$ cat src/rtl/sense_short_detect.sv
module sense_short_detect #(
  parameter int SENSE_W      = 10,
  parameter int LINE_W       = 10,
  parameter int BLANK_TICKS  = 5,
  parameter int SAMPLE_TICKS = 91,
  parameter int TRIP_COUNT   = 11,
  parameter int LINE_LO      = 122,
  parameter int LINE_HI      = 366,
  parameter int THR_LO       = 50,
  parameter int THR_HI       = 100
) (
  input  logic               clk,
  input  logic               rst_n,
  input  logic               gate_on_i,
  input  logic               tick_i,
  input  logic [SENSE_W-1:0] sense_i,
  input  logic [LINE_W-1:0]  line_i,
  input  logic               clear_i,
  output logic               blank_o,
  output logic               auto_restart_req_o
);

  localparam int MAXT  = (SAMPLE_TICKS > BLANK_TICKS) ? SAMPLE_TICKS : BLANK_TICKS;
  localparam int EW    = $clog2(MAXT + 1);
  localparam int CW    = $clog2(TRIP_COUNT + 1);
  localparam int LSPAN = LINE_HI - LINE_LO;
  localparam int TRISE = THR_HI - THR_LO;
  localparam int PW    = LINE_W + $clog2(TRISE + 1) + 1;

  logic               gate_q;
  logic [EW-1:0]      elapsed;
  logic [CW-1:0]      run;
  logic               req;
  logic [LINE_W-1:0]  over;
  logic [PW-1:0]      prod;
  logic [PW-1:0]      quot;
  logic [SENSE_W-1:0] thr;

  wire rise = gate_on_i & ~gate_q;
  wire fire = gate_on_i & ~rise & tick_i & (elapsed == EW'(SAMPLE_TICKS - 1));
  wire low  = sense_i < thr;

  assign over = line_i - LINE_W'(LINE_LO);
  assign prod = PW'(over) * PW'(TRISE);
  assign quot = prod / PW'(LSPAN);

  always_comb begin
    if (line_i <= LINE_W'(LINE_LO))      thr = SENSE_W'(THR_LO);
    else if (line_i >= LINE_W'(LINE_HI)) thr = SENSE_W'(THR_HI);
    else                                 thr = SENSE_W'(quot) + SENSE_W'(THR_LO);
  end

  assign blank_o            = gate_on_i & (rise | (elapsed < EW'(BLANK_TICKS)));
  assign auto_restart_req_o = req;

  always_ff @(posedge clk or negedge rst_n) begin
    if (!rst_n) begin
      gate_q  <= 1'b0;
      elapsed <= '0;
      run     <= '0;
      req     <= 1'b0;
    end else begin
      gate_q <= gate_on_i;
      if (rise)
        elapsed <= '0;
      else if (gate_on_i && tick_i && elapsed != EW'(SAMPLE_TICKS))
        elapsed <= elapsed + EW'(1);

      if (clear_i) begin
        run <= '0;
        req <= 1'b0;
      end else if (fire && !req) begin
        if (low) begin
          run <= run + CW'(1);
          if (run == CW'(TRIP_COUNT - 1)) req <= 1'b1;
        end else begin
          run <= '0;
        end
      end
    end
  end

endmodule

$ cat config.mk
export PLATFORM = sky130hd
export DESIGN_NAME = sense_short_detect
export DESIGN_NICKNAME = d
export VERILOG_FILES = /design/src/rtl/sense_short_detect.sv
export SDC_FILE = /design/constraint.sdc
export NUM_CORES = 1
export LEC_CHECK = 0
export BUFFER_PORTS_ARGS = -buffer_cell sky130_fd_sc_hd__buf_2
export CORE_ASPECT_RATIO = 2
export CORE_MARGIN = 1
export CORE_UTILIZATION = 50
export DETAILED_ROUTE_END_ITERATION = 12
export GPL_TIMING_DRIVEN = 1
export PLACE_DENSITY = 0.66
export SYNTH_ARGS = -nofsm -noshare
export SYNTH_HDL_FRONTEND = slang
export SYNTH_SLANG_ARGS = --single-unit
$ cat constraint.sdc
create_clock -name clk -period 3.96 [get_ports clk]
set_clock_uncertainty 0.15 [all_clocks]
set_input_delay 0.792 -clock clk [delete_from_list [all_inputs] [get_ports clk]]
set_output_delay 0.792 -clock clk [all_outputs]
set_load 0.05 [all_outputs]
==> results of run 1 <==
==> per-stage QoR <==
step                setup TNS [ns]  cells  setup slack, ns
CTS                         -38.88   1403            -7.85
detailed placement          -43.78   1347            -8.88
global placement            -41.63   1347            -8.44
floorplan                   -38.04    851            -7.75
==> metal layers <==
| metal | GRT overflow | GRT usage |
|---|---|---|
| met2 | 116 | 0.960 |
| met4 | 49 | 0.836 |
| met1 | 0 | 0.693 |
| met3 | 0 | 0.534 |
| met5 | 0 | 0.0583 |
==> cell families after synthesis <==
family          Yosys count
compound gates          327
xor+xnor                 56
fa+ha+maj                59
buf+inv                  65
flops                    13
mux                      19
simple gates            312
==> repair_timing <==
item	in CTS
resized for setup	159
setup endpoints to repair	5
pin swaps	76
buffers inserted	54
hold endpoints to repair	0
==> results.py, run 1 <==
metrics = {
    "status": {
        "outcome": "did not finish",
        "lastStage": "global routing (5_1_grt)",
        "tool.error": "[ERROR GRT-0116] Global routing finished with congestion. Check the congestion regions in the DRC Viewer.",
    },
    "global_routing": {
        "grt.overflow.total": 165,
        "grt_usage": 0.744,
        "first_global_vias": 12300,
        "grt_pass1_wl_um": 74300,
        "grt_max_degree": 14,
    },
    "synth": {
        "synth_cells": 851,
        "synth_top_family_by_area": "compound AO/OA/AOI/OAI gates",
        "synth-seq-area-share": 0.0516,
        "synthDominantCellAreaShare": 0.107,
        "synth-xor-area-share": 0.0777,
        "synth.area.mux_share": 0.0345,
        "ys_types": 113,
        "synth-async-reset-ratio": 1.00,
        "ys_seq_elements": 13,
        "netlist_area_um2": 6310,
        "yosys.cell_count.top_type": "nor2_1",
        "syn-num-nets": 935,
        "synth_top_area_cell": "ha_1",
        "post_synth.cell_area_avg_um2": 7.41,
        "yosys_warnings": 0,
        "synthTopCellsByCount": "nor2_1 (77), nand2_1 (58), ha_1 (54), a21oi_1 (53), xnor2_1 (37)",
        "synth-simple-area-share": 0.263,
        "synth_flop_cell": "dfrtp_1",
        "synth_edf_count": 0,
        "synth_compound_area_frac": 0.404,
        "synthTopCellsByArea": "ha_1 (11%), dfrtp_1 (5.2%), xnor2_1 (5.1%)",
        "synthAdderAreaFrac": 0.123,
    },
    "clocking": {
        "root_buffer": "clkbuf_16",
        "cts_max_level": 1,
        "cts_hold_buf": 0,
        "cts_buffers": 3,
        "cts_buffer_depth": 2,
        "clkSinkCount": 13,
    },
    "placed_design": {
        "port_buffers": 26,
        "dp_hpwl_um": 24900,
        "routabilityCongestion": 1.02,
        "placed_cell_area_um2": 9410,
    },
    "floorplan": {
        "die-height_um": 161,
        "rows": 57,
        "fp.dieW_um": 81.4,
        "initial_core_util": 0.517,
        "io_pins": 27,
    },
}
==> run 2, diff against run 1 <==
--- a/config.mk
+++ b/config.mk
@@ -6,12 +6,11 @@
 export NUM_CORES = 1
 export LEC_CHECK = 0
 export BUFFER_PORTS_ARGS = -buffer_cell sky130_fd_sc_hd__buf_2
-export CORE_ASPECT_RATIO = 2
 export CORE_MARGIN = 1
-export CORE_UTILIZATION = 50
+export CORE_UTILIZATION = 35
 export DETAILED_ROUTE_END_ITERATION = 12
 export GPL_TIMING_DRIVEN = 1
-export PLACE_DENSITY = 0.66
+export PLACE_DENSITY_LB_ADDON = 0.15
 export SYNTH_ARGS = -nofsm -noshare
 export SYNTH_HDL_FRONTEND = slang
 export SYNTH_SLANG_ARGS = --single-unit
==> run 2 against run 1 <==
The flow now finishes, with violations (setup timing). Synthesized cell count is the same. Synthesized area is the same.
==> results.py, run 2 <==
metrics = {
    "sta": {
        "tightest_slew_ns": 0.596,
        "final-hold-violation-count": 0,
        "clock.fmax_mhz": 84.3,
        "fin_setup_tns_ns": -39.04,
        "layout_setup_ws_ns": -7.91,
        "finalCritPeriodShare": 3.00,
        "timing.final.max_slew_violations": 0,
        "rsz0062_at_grt": "true",
        "maxSlewHeadroom": 0.598,
        "setup_viol": 5,
        "post-route-min-period_ns": 11.87,
    },
    "layout": {
        "instances_no_fill": 1486,
        "reg.largest.list": "elapsed x7, run x4",
        "antenna_cells": 0,
        "final_area_um2": 10800,
        "final_nets": 1346,
        "multiInputGateArea_um2": 6700,
        "final_common_cell": "buf_4",
        "largest_register_ffs": 7,
        "n_fill_cell": 1470,
        "final_cell_mix": "buf_4 (406), nor2_1 (71), nand2_1 (53), ha_1 (47), a21oi_1 (43)",
        "layout-drive-gt1-share": 0.509,
        "regArea_um2": 325,
        "regMostFlops": "elapsed",
        "area_growth_pct": 71.0,
    },
    "placed_design": {
        "dp_hpwl_um": 20600,
        "port_buffers": 26,
        "placed_cell_area_um2": 9620,
        "dp_cells": 1442,
        "routabilityCongestion": 0.946,
    },
    "status": {
        "outcome": "finished with violations",
        "violations": "setup timing",
    },
    "clocking": {
        "cts_buffer_depth": 2,
        "clkSinkCount": 13,
        "cts_hold_buf": 0,
        "clkTransAtPathRegs_ns": 0.04,
        "cts_max_level": 1,
        "clock_latency_ns": 0.24,
        "tritoncts": "yes",
        "root_buffer": "clkbuf_16",
        "cts_buffers": 3,
    },
    "floorplan": {
        "die_area_um2": 18600,
        "rows": 48,
        "io_pins": 27,
        "initial_core_util": 0.361,
        "core_area_um2": 17500,
        "fp.dieW_um": 136,
        "die-height_um": 136,
    },
    "setup_path": {
        "crit_required_ns": 3.95,
        "path_max_fanout": 6,
        "start_kind": "input pin",
        "cp-end-kind": "flip-flop",
        "slowest_delay_ns": 0.48,
        "crit_top_cell": "buf_4",
        "critPathSlowestCell": "or3_4",
        "rr_worst_depth": 7,
        "critical_path_class": "input pin to flip-flop",
        "crit_arrival_ns": 11.86,
    },
    "flow_run": {
        "drv_cap": 0,
    },
    "synth": {
        "synthTopCellsByArea": "ha_1 (11%), dfrtp_1 (5.2%), xnor2_1 (5.1%)",
        "post_synth.cell_area_avg_um2": 7.41,
        "synth_top_area_cell": "ha_1",
        "synthDominantCellAreaShare": 0.107,
        "synth_edf_count": 0,
        "synth_cells": 851,
        "synth_flop_cell": "dfrtp_1",
        "ys_types": 113,
        "netlist_area_um2": 6310,
        "ys_seq_elements": 13,
        "synthTopCellsByCount": "nor2_1 (77), nand2_1 (58), ha_1 (54), a21oi_1 (53), xnor2_1 (37)",
        "yosys_warnings": 0,
        "yosys.cell_count.top_type": "nor2_1",
        "synth-seq-area-share": 0.0516,
        "synth-async-reset-ratio": 1.00,
        "syn-num-nets": 935,
    },
    "global_routing": {
        "grt_usage": 0.273,
        "grt_pass1_wl_um": 40800,
        "antenna_found_initial": 0,
        "grt.overflow.total": 0,
        "first_global_vias": 8216,
        "grt_max_degree": 14,
    },
    "route": {
        "totalWireLength_um": 26100,
        "routed_via_density": 5.77,
        "drt_first_pass_iters": 5,
        "drtAntennaViolNets": 0,
        "drc": 0,
        "dr_total_vias": 8578,
        "dr.first_iter.drc_count": 612,
        "wl_per_cell_um": 17.5,
    },
    "worst_hold_path": {
        "hold_class": "input pin to async pin",
    },
}
## run 2: what timing repair did
action | 4_1_cts | 5_1_grt
buffers inserted | 28 | 12
endpoints found under the setup margin | 5 | 5
gates cloned | 0 | 0
pin swaps | 49 | 23
gates resized for setup | 84 | 54
## run 2: per-layer routing
metal,up-vias,global-route usage,part of all wire
met2,288,0.447,0.46
li1,4165,-,-
met3,51,0.0268,0.049
met4,0,0.0673,0.022
met1,4074,0.379,0.47
met5,-,0,0
## run 2: worst max-delay path, delay by kind of cell
kind	cells	cell delay [ns]
AOI/OAI and AO/OA	23	4.36
and+or+nand+nor	11	2.26
adders and majority gates	7	1.76
buffers and inverters	11	1.76
muxes	2	0.65
xor gates and xnor gates	2	0.26
## run 2: layout make-up
cell class                 count  share of cell area
multi-input combinational    773               0.621
timing repair buffer         440               0.304
sequential                    13              0.0302
tap                          225              0.0261
inverter                      31              0.0111
clock buffer                   4             0.00731
## run 2: worst paths after layout
kind                                 start            endpoint  slack, ns
worst max-delay path             line_i[1]              run[1]      -7.91
worst min-delay path                 rst_n          elapsed[4]       0.28
worst max register to register  elapsed[0]  auto_restart_req_o       1.90
worst min register to register  elapsed[1]          elapsed[1]       0.42
max in group asynchronous            rst_n          elapsed[2]       3.15
min in group clk                elapsed[1]          elapsed[1]       0.42
## run 2: through the flow
| step | worst slack [ns] | hold WS (ns) | util |
|---|---|---|---|
| floorplan | -7.75 | 0.346 | - |
| global placement | -8.43 | 0.404 | 0.551 |
| detailed placement | -8.65 | 0.405 | 0.551 |
| CTS | -7.84 | 0.292 | 0.595 |
| global route | -8.33 | 0.310 | 0.617 |
| finish | -7.91 | 0.279 | 0.617 |
## run 2: cells by family (layout without fill, tap and decap cells)
kind of cell / count (synthesis) / after routing / share of synthesized area
compound gates: 327 / 327 / 0.404
xor+xnor: 56 / 56 / 0.0777
fa+ha+maj: 59 / 59 / 0.123
buf+inv: 65 / 475 / 0.0470
flops: 13 / 13 / 0.0516
mux: 19 / 19 / 0.0345
simple gates: 312 / 312 / 0.263
Power of run 2 is left out: the tool's default activity adds up to more than one toggle a clock period on the data nets, which glitch-free logic cannot reach.
==> run 3, diff against run 2 <==
--- a/config.mk
+++ b/config.mk
@@ -11,6 +11,7 @@
 export DETAILED_ROUTE_END_ITERATION = 12
 export GPL_TIMING_DRIVEN = 1
 export PLACE_DENSITY_LB_ADDON = 0.15
+export RECOVER_POWER = 100
 export SYNTH_ARGS = -nofsm -noshare
 export SYNTH_HDL_FRONTEND = slang
 export SYNTH_SLANG_ARGS = --single-unit
==> run 3 against run 2 <==
Flip-flop and latch count unchanged. Highest routed layer unchanged. Largest cell class unchanged. First-iteration DRC count is 0.33% lower. Global-route usage did not move. The flow still finishes with violations (setup timing). Routed wire length about the same.
==> results.py, run 3 (synthesis results as in run 2) <==
metrics = {
    "sta": {
        "maxSlewHeadroom": 0.529,
        "post-route-min-period_ns": 11.87,
        "rsz0062_at_grt": "true",
        "setup_viol": 5,
        "final-hold-violation-count": 0,
        "clock.fmax_mhz": 84.2,
        "timing.final.max_slew_violations": 0,
        "finalCritPeriodShare": 3.00,
        "layout_setup_ws_ns": -7.91,
        "tightest_slew_ns": 0.707,
    },
    "status": {
        "violations": "setup timing",
        "outcome": "finished with violations",
    },
    "placed_design": {
        "dp_hpwl_um": 20600,
        "routabilityCongestion": 0.946,
        "placed_cell_area_um2": 9620,
        "port_buffers": 26,
    },
    "layout": {
        "reg.largest.list": "elapsed x7, run x4",
        "largest_register_ffs": 7,
        "regArea_um2": 325,
        "n_fill_cell": 1472,
        "layout-drive-gt1-share": 0.506,
        "final_cell_mix": "buf_4 (406), nor2_1 (71), nand2_1 (53), ha_1 (47), a21oi_1 (43)",
        "final_nets": 1346,
        "final_area_um2": 10800,
        "multiInputGateArea_um2": 6700,
        "utilization": 0.617,
        "antenna_cells": 0,
        "regMostFlops": "elapsed",
        "final_common_cell": "buf_4",
        "area_growth_pct": 70.9,
    },
    "setup_path": {
        "rr_worst_depth": 7,
        "critPathSlowestCell": "or3_4",
        "cp-end-kind": "flip-flop",
        "start_kind": "input pin",
        "reg2reg_from": "elapsed[0]",
        "reg2reg_slack_ns": 1.90,
        "critical_path_class": "input pin to flip-flop",
        "path_max_fanout": 6,
        "crit_arrival_ns": 11.86,
        "slowest_delay_ns": 0.48,
        "crit_required_ns": 3.95,
        "crit_top_cell": "buf_4",
        "reg2reg_to": "auto_restart_req_o",
    },
    "global_routing": {
        "grt.overflow.total": 0,
        "grt_pass1_wl_um": 40800,
        "grt_usage": 0.273,
        "first_global_vias": 8216,
        "grt_max_degree": 14,
        "antenna_found_initial": 0,
    },
    "route": {
        "drc": 0,
        "drt_first_pass_iters": 5,
        "dr_total_vias": 8572,
        "dr.first_iter.drc_count": 610,
        "wl_per_cell_um": 17.5,
        "totalWireLength_um": 26000,
        "drtAntennaViolNets": 0,
        "routed_via_density": 5.77,
    },
    "floorplan": {
        "die-height_um": 136,
        "fp.dieW_um": 136,
        "die_area_um2": 18600,
        "rows": 48,
        "io_pins": 27,
        "core_area_um2": 17500,
        "initial_core_util": 0.361,
    },
    "clocking": {
        "cts_buffer_depth": 2,
        "cts_hold_buf": 0,
        "cts_max_level": 1,
        "tritoncts": "yes",
        "clock_latency_ns": 0.24,
        "clkTransAtPathRegs_ns": 0.04,
        "clkSinkCount": 13,
        "root_buffer": "clkbuf_16",
        "cts_buffers": 3,
    },
    "worst_hold_path": {
        "hold_class": "input pin to async pin",
    },
    "flow_run": {
        "drv_cap": 0,
    },
}
[run 3: cell types whose count changed in the layout (fill, tap and decap cells not counted), sizes merged]
cell,delta
buf,-4
clkbuf,+4
[run 3: routing by layer]
metal  part of all wire  global-route usage  vias up
met4              0.022              0.0673        0
met2               0.46               0.447      289
li1                   -                   -     4163
met1               0.47               0.379     4069
met3              0.049              0.0268       51
met5                  0                   0        -
[run 3: worst max-delay path, delay by kind of cell]
kind | cells | cell delay [ns]
buf+inv | 9 | 1.46
mux | 2 | 0.69
fa+ha+maj | 7 | 1.76
xor+xnor | 2 | 0.26
simple gates | 11 | 2.42
compound gates | 23 | 4.47
[run 3: worst max-delay path by stage]
stage | from | endpoint | slack (ns) | depth (start not counted)
finish | line_i[1] | run[1] | -7.91 | 54
global route | line_i[1] | run[1] | -8.33 | 61
CTS | line_i[1] | run[1] | -7.84 | 57
detailed placement | line_i[1] | run[1] | -8.65 | 52
global placement | line_i[1] | run[1] | -8.43 | 50
floorplan | line_i[1] | run[1] | -7.75 | 54
[run 3: stage by stage]
step                worst slack (ns)  hold WS (ns)  setup TNS, ns  instances
floorplan                      -7.75         0.346         -38.04        851
global placement               -8.43         0.404         -41.57       1442
detailed placement             -8.65         0.405         -42.64       1442
CTS                            -7.84         0.292         -38.63       1474
global route                   -8.33         0.453         -41.15       1486
finish                         -7.91         0.423         -39.07       1486
[run 3: repair_timing]
| item | CTS | global route |
|---|---|---|
| resized for setup | 84 | 54 |
| pin swaps | 49 | 23 |
| hold endpoints to repair | 0 | 0 |
| setup endpoints to repair | 5 | 5 |
| buffers inserted | 28 | 12 |
[run 3: area by class of cell]
type | instances | share of cell area
multi-input cells | 773 | 0.621
well taps | 225 | 0.0261
clock buffers | 4 | 0.00731
inverters | 31 | 0.0111
flip-flops and latches | 13 | 0.0302
repair buffers | 440 | 0.304
Power of run 3 is left out for the same reason.
==> run 4, diff against run 3 <==
--- a/config.mk
+++ b/config.mk
@@ -7,7 +7,7 @@
 export LEC_CHECK = 0
 export BUFFER_PORTS_ARGS = -buffer_cell sky130_fd_sc_hd__buf_2
 export CORE_MARGIN = 1
-export CORE_UTILIZATION = 35
+export CORE_UTILIZATION = 39
 export DETAILED_ROUTE_END_ITERATION = 12
 export GPL_TIMING_DRIVEN = 1
 export PLACE_DENSITY_LB_ADDON = 0.15
==> constraint.sdc (replaced) <==
create_clock -name clk -period 13.7 [get_ports clk]
set_clock_uncertainty 0.15 [all_clocks]
set_input_delay 2.74 -clock clk [delete_from_list [all_inputs] [get_ports clk]]
set_output_delay 2.74 -clock clk [all_outputs]
set_load 0.05 [all_outputs]
==> run 4 against run 3 <==
The run still ends with setup timing left. First-iteration DRC count grew 43%. Sequential share of layout area decreased by 0.15 points. Critical path depth unchanged. Register-to-register slack improved by 9.6 ns. Worst setup slack improved by 7.6 ns. Highest routed layer unchanged. Hold slack better by 0.0020 ns. Global-route usage up 4.6 points. Count of clock-buffer cells in the layout unchanged. Die area decreased by 10%. Design area rose by 5.1%. Via count rose by 7.9%. Core utilization up 9.9 points.
==> results.py, run 4 (synthesis results as in run 2) <==
metrics = {
    "status": {
        "outcome": "finished with violations",
        "violations": "setup timing",
    },
    "sta": {
        "layout_setup_ws_ns": -0.279,
        "post-route-min-period_ns": 13.98,
        "maxSlewHeadroom": 0.531,
        "finalCritPeriodShare": 1.02,
        "final-hold-violation-count": 0,
        "tightest_slew_ns": 0.703,
        "clock.fmax_mhz": 71.5,
        "fin_setup_tns_ns": -1.04,
        "timing.final.max_slew_violations": 0,
        "rsz0062_at_grt": "true",
        "setup_viol": 5,
    },
    "layout": {
        "layout-drive-gt1-share": 0.543,
        "final_nets": 1366,
        "area_growth_pct": 79.6,
        "instances_no_fill": 1497,
        "largest_register_ffs": 7,
        "reg.largest.list": "elapsed x7, run x4",
        "final_cell_mix": "buf_4 (410), nor2_1 (66), nand2_1 (53), a21oi_1 (39), ha_1 (38)",
        "final_area_um2": 11300,
        "antenna_cells": 0,
        "final_common_cell": "buf_4",
        "regMostFlops": "elapsed",
    },
    "floorplan": {
        "die-height_um": 129,
        "initial_core_util": 0.399,
        "rows": 46,
        "fp.dieW_um": 129,
        "die_area_um2": 16700,
        "core_area_um2": 15800,
        "io_pins": 27,
    },
    "clocking": {
        "cts_buffers": 3,
        "cts_max_level": 1,
        "clkTransAtPathRegs_ns": 0.04,
        "cts_buffer_depth": 2,
        "clkSinkCount": 13,
        "clock_latency_ns": 0.24,
        "cts_hold_buf": 0,
        "root_buffer": "clkbuf_16",
        "tritoncts": "yes",
    },
    "placed_design": {
        "placed_cell_area_um2": 9240,
        "port_buffers": 26,
        "routabilityCongestion": 0.956,
        "dp_cells": 1392,
        "dp_hpwl_um": 20100,
        "preCtsSetupSlack_ns": -0.872,
    },
    "setup_path": {
        "start_kind": "input pin",
        "cp-end-kind": "flip-flop",
        "cp_num_buf_inv": 12,
        "critical_path_class": "input pin to flip-flop",
        "slowest_delay_ns": 0.57,
        "crit_start": "line_i[1]",
        "crit_top_cell": "buf_4",
        "reg2reg_from": "elapsed[0]",
        "path_max_fanout": 6,
        "crit_arrival_ns": 13.97,
        "critPathSlowestCell": "fa_1",
        "cp_top_family": "compound AO/OA/AOI/OAI gates",
        "crit_required_ns": 13.69,
    },
    "global_routing": {
        "antenna_found_initial": 0,
        "grt_usage": 0.318,
        "grt_pass1_wl_um": 42500,
        "grt.overflow.total": 0,
        "first_global_vias": 8468,
        "grt_max_degree": 14,
    },
    "route": {
        "wl_per_cell_um": 20.1,
        "drtAntennaViolNets": 0,
        "wl_met2_um": 14900,
        "dr_total_vias": 9248,
        "drt-met1-wl_um": 12000,
        "dr.max_layer_used": "met4",
        "drc": 0,
        "dr.first_iter.drc_count": 873,
        "totalWireLength_um": 30100,
        "drt_first_pass_iters": 6,
        "routed_via_density": 6.18,
        "wl_met3_um": 1770,
    },
    "flow_run": {
        "drv_cap": 0,
    },
    "worst_hold_path": {
        "hold_class": "flip-flop to flip-flop",
        "worst_hold_startpoint": "elapsed[1]",
    },
}
run 4: cell types whose count changed in the layout (fill, tap and decap cells not counted), moves of 3 or more:
cell	before	now
buf_6	8	23
ha_1	47	38
ha_4	6	14
o21ai_2	8	11
a21oi_2	11	14
a21oi_1	43	39
buf_4	406	410
nor2_1	71	66
o21ai_0	33	27
nor2_2	4	9
inv_1	27	24
a221oi_2	4	1
run 4: per-layer routing:
metal / vias to the layer above / global-route usage
met5: - / 0
met4: 0 / 0.105
met3: 151 / 0.0260
met2: 460 / 0.568
met1: 4416 / 0.401
li1: 4221 / -
run 4: worst reg2reg max path, stage by stage, from the launching register on:
cell and delay (ns):
dfrtp_1 0.43, inv_1 0.08, ha_1 0.14, nand2_1 0.06, nor3_1 0.13, nand3_1 0.31
or4_1 0.63, o22ai_2 0.17
run 4: path summary, 6_finish.rpt:
kind                                            to  slack, ns  cells past startpoint
worst max register to register  auto_restart_req_o      11.52                      7
min in group asynchronous       auto_restart_req_o       2.37                      1
worst max-delay path                        run[3]      -0.28                     54
worst min register to register          elapsed[1]       0.42                      2
max in group asynchronous                   gate_q      10.58                      1
worst min-delay path                    elapsed[1]       0.42                      2
run 4: per-stage QoR:
stage | hold slack, ns | utilization
6_report | 0.425 | 0.716
5_1_grt | 0.461 | 0.716
4_1_cts | 0.407 | 0.665
3_5_place_dp | 0.400 | 0.584
3_3_place_gp | 0.405 | 0.584
2_1_floorplan | 0.363 | -
run 4: layout make-up:
class / instances / area (um2)
clock buffers: 4 / 78.8
inverters: 31 / 125
flip-flops and latches: 13 / 325
fillers: 1151 / 4500
well taps: 216 / 270
repair buffers: 460 / 3510
multi-input cells: 773 / 7020
run 4: what timing repair did:
action                     CTS  global route
setup endpoints to repair    5             5
gates resized for setup    127           104
gates cloned                 0             0
setup buffers               65            38
pin swaps                   68           100
Power of run 4 is left out for the same reason.
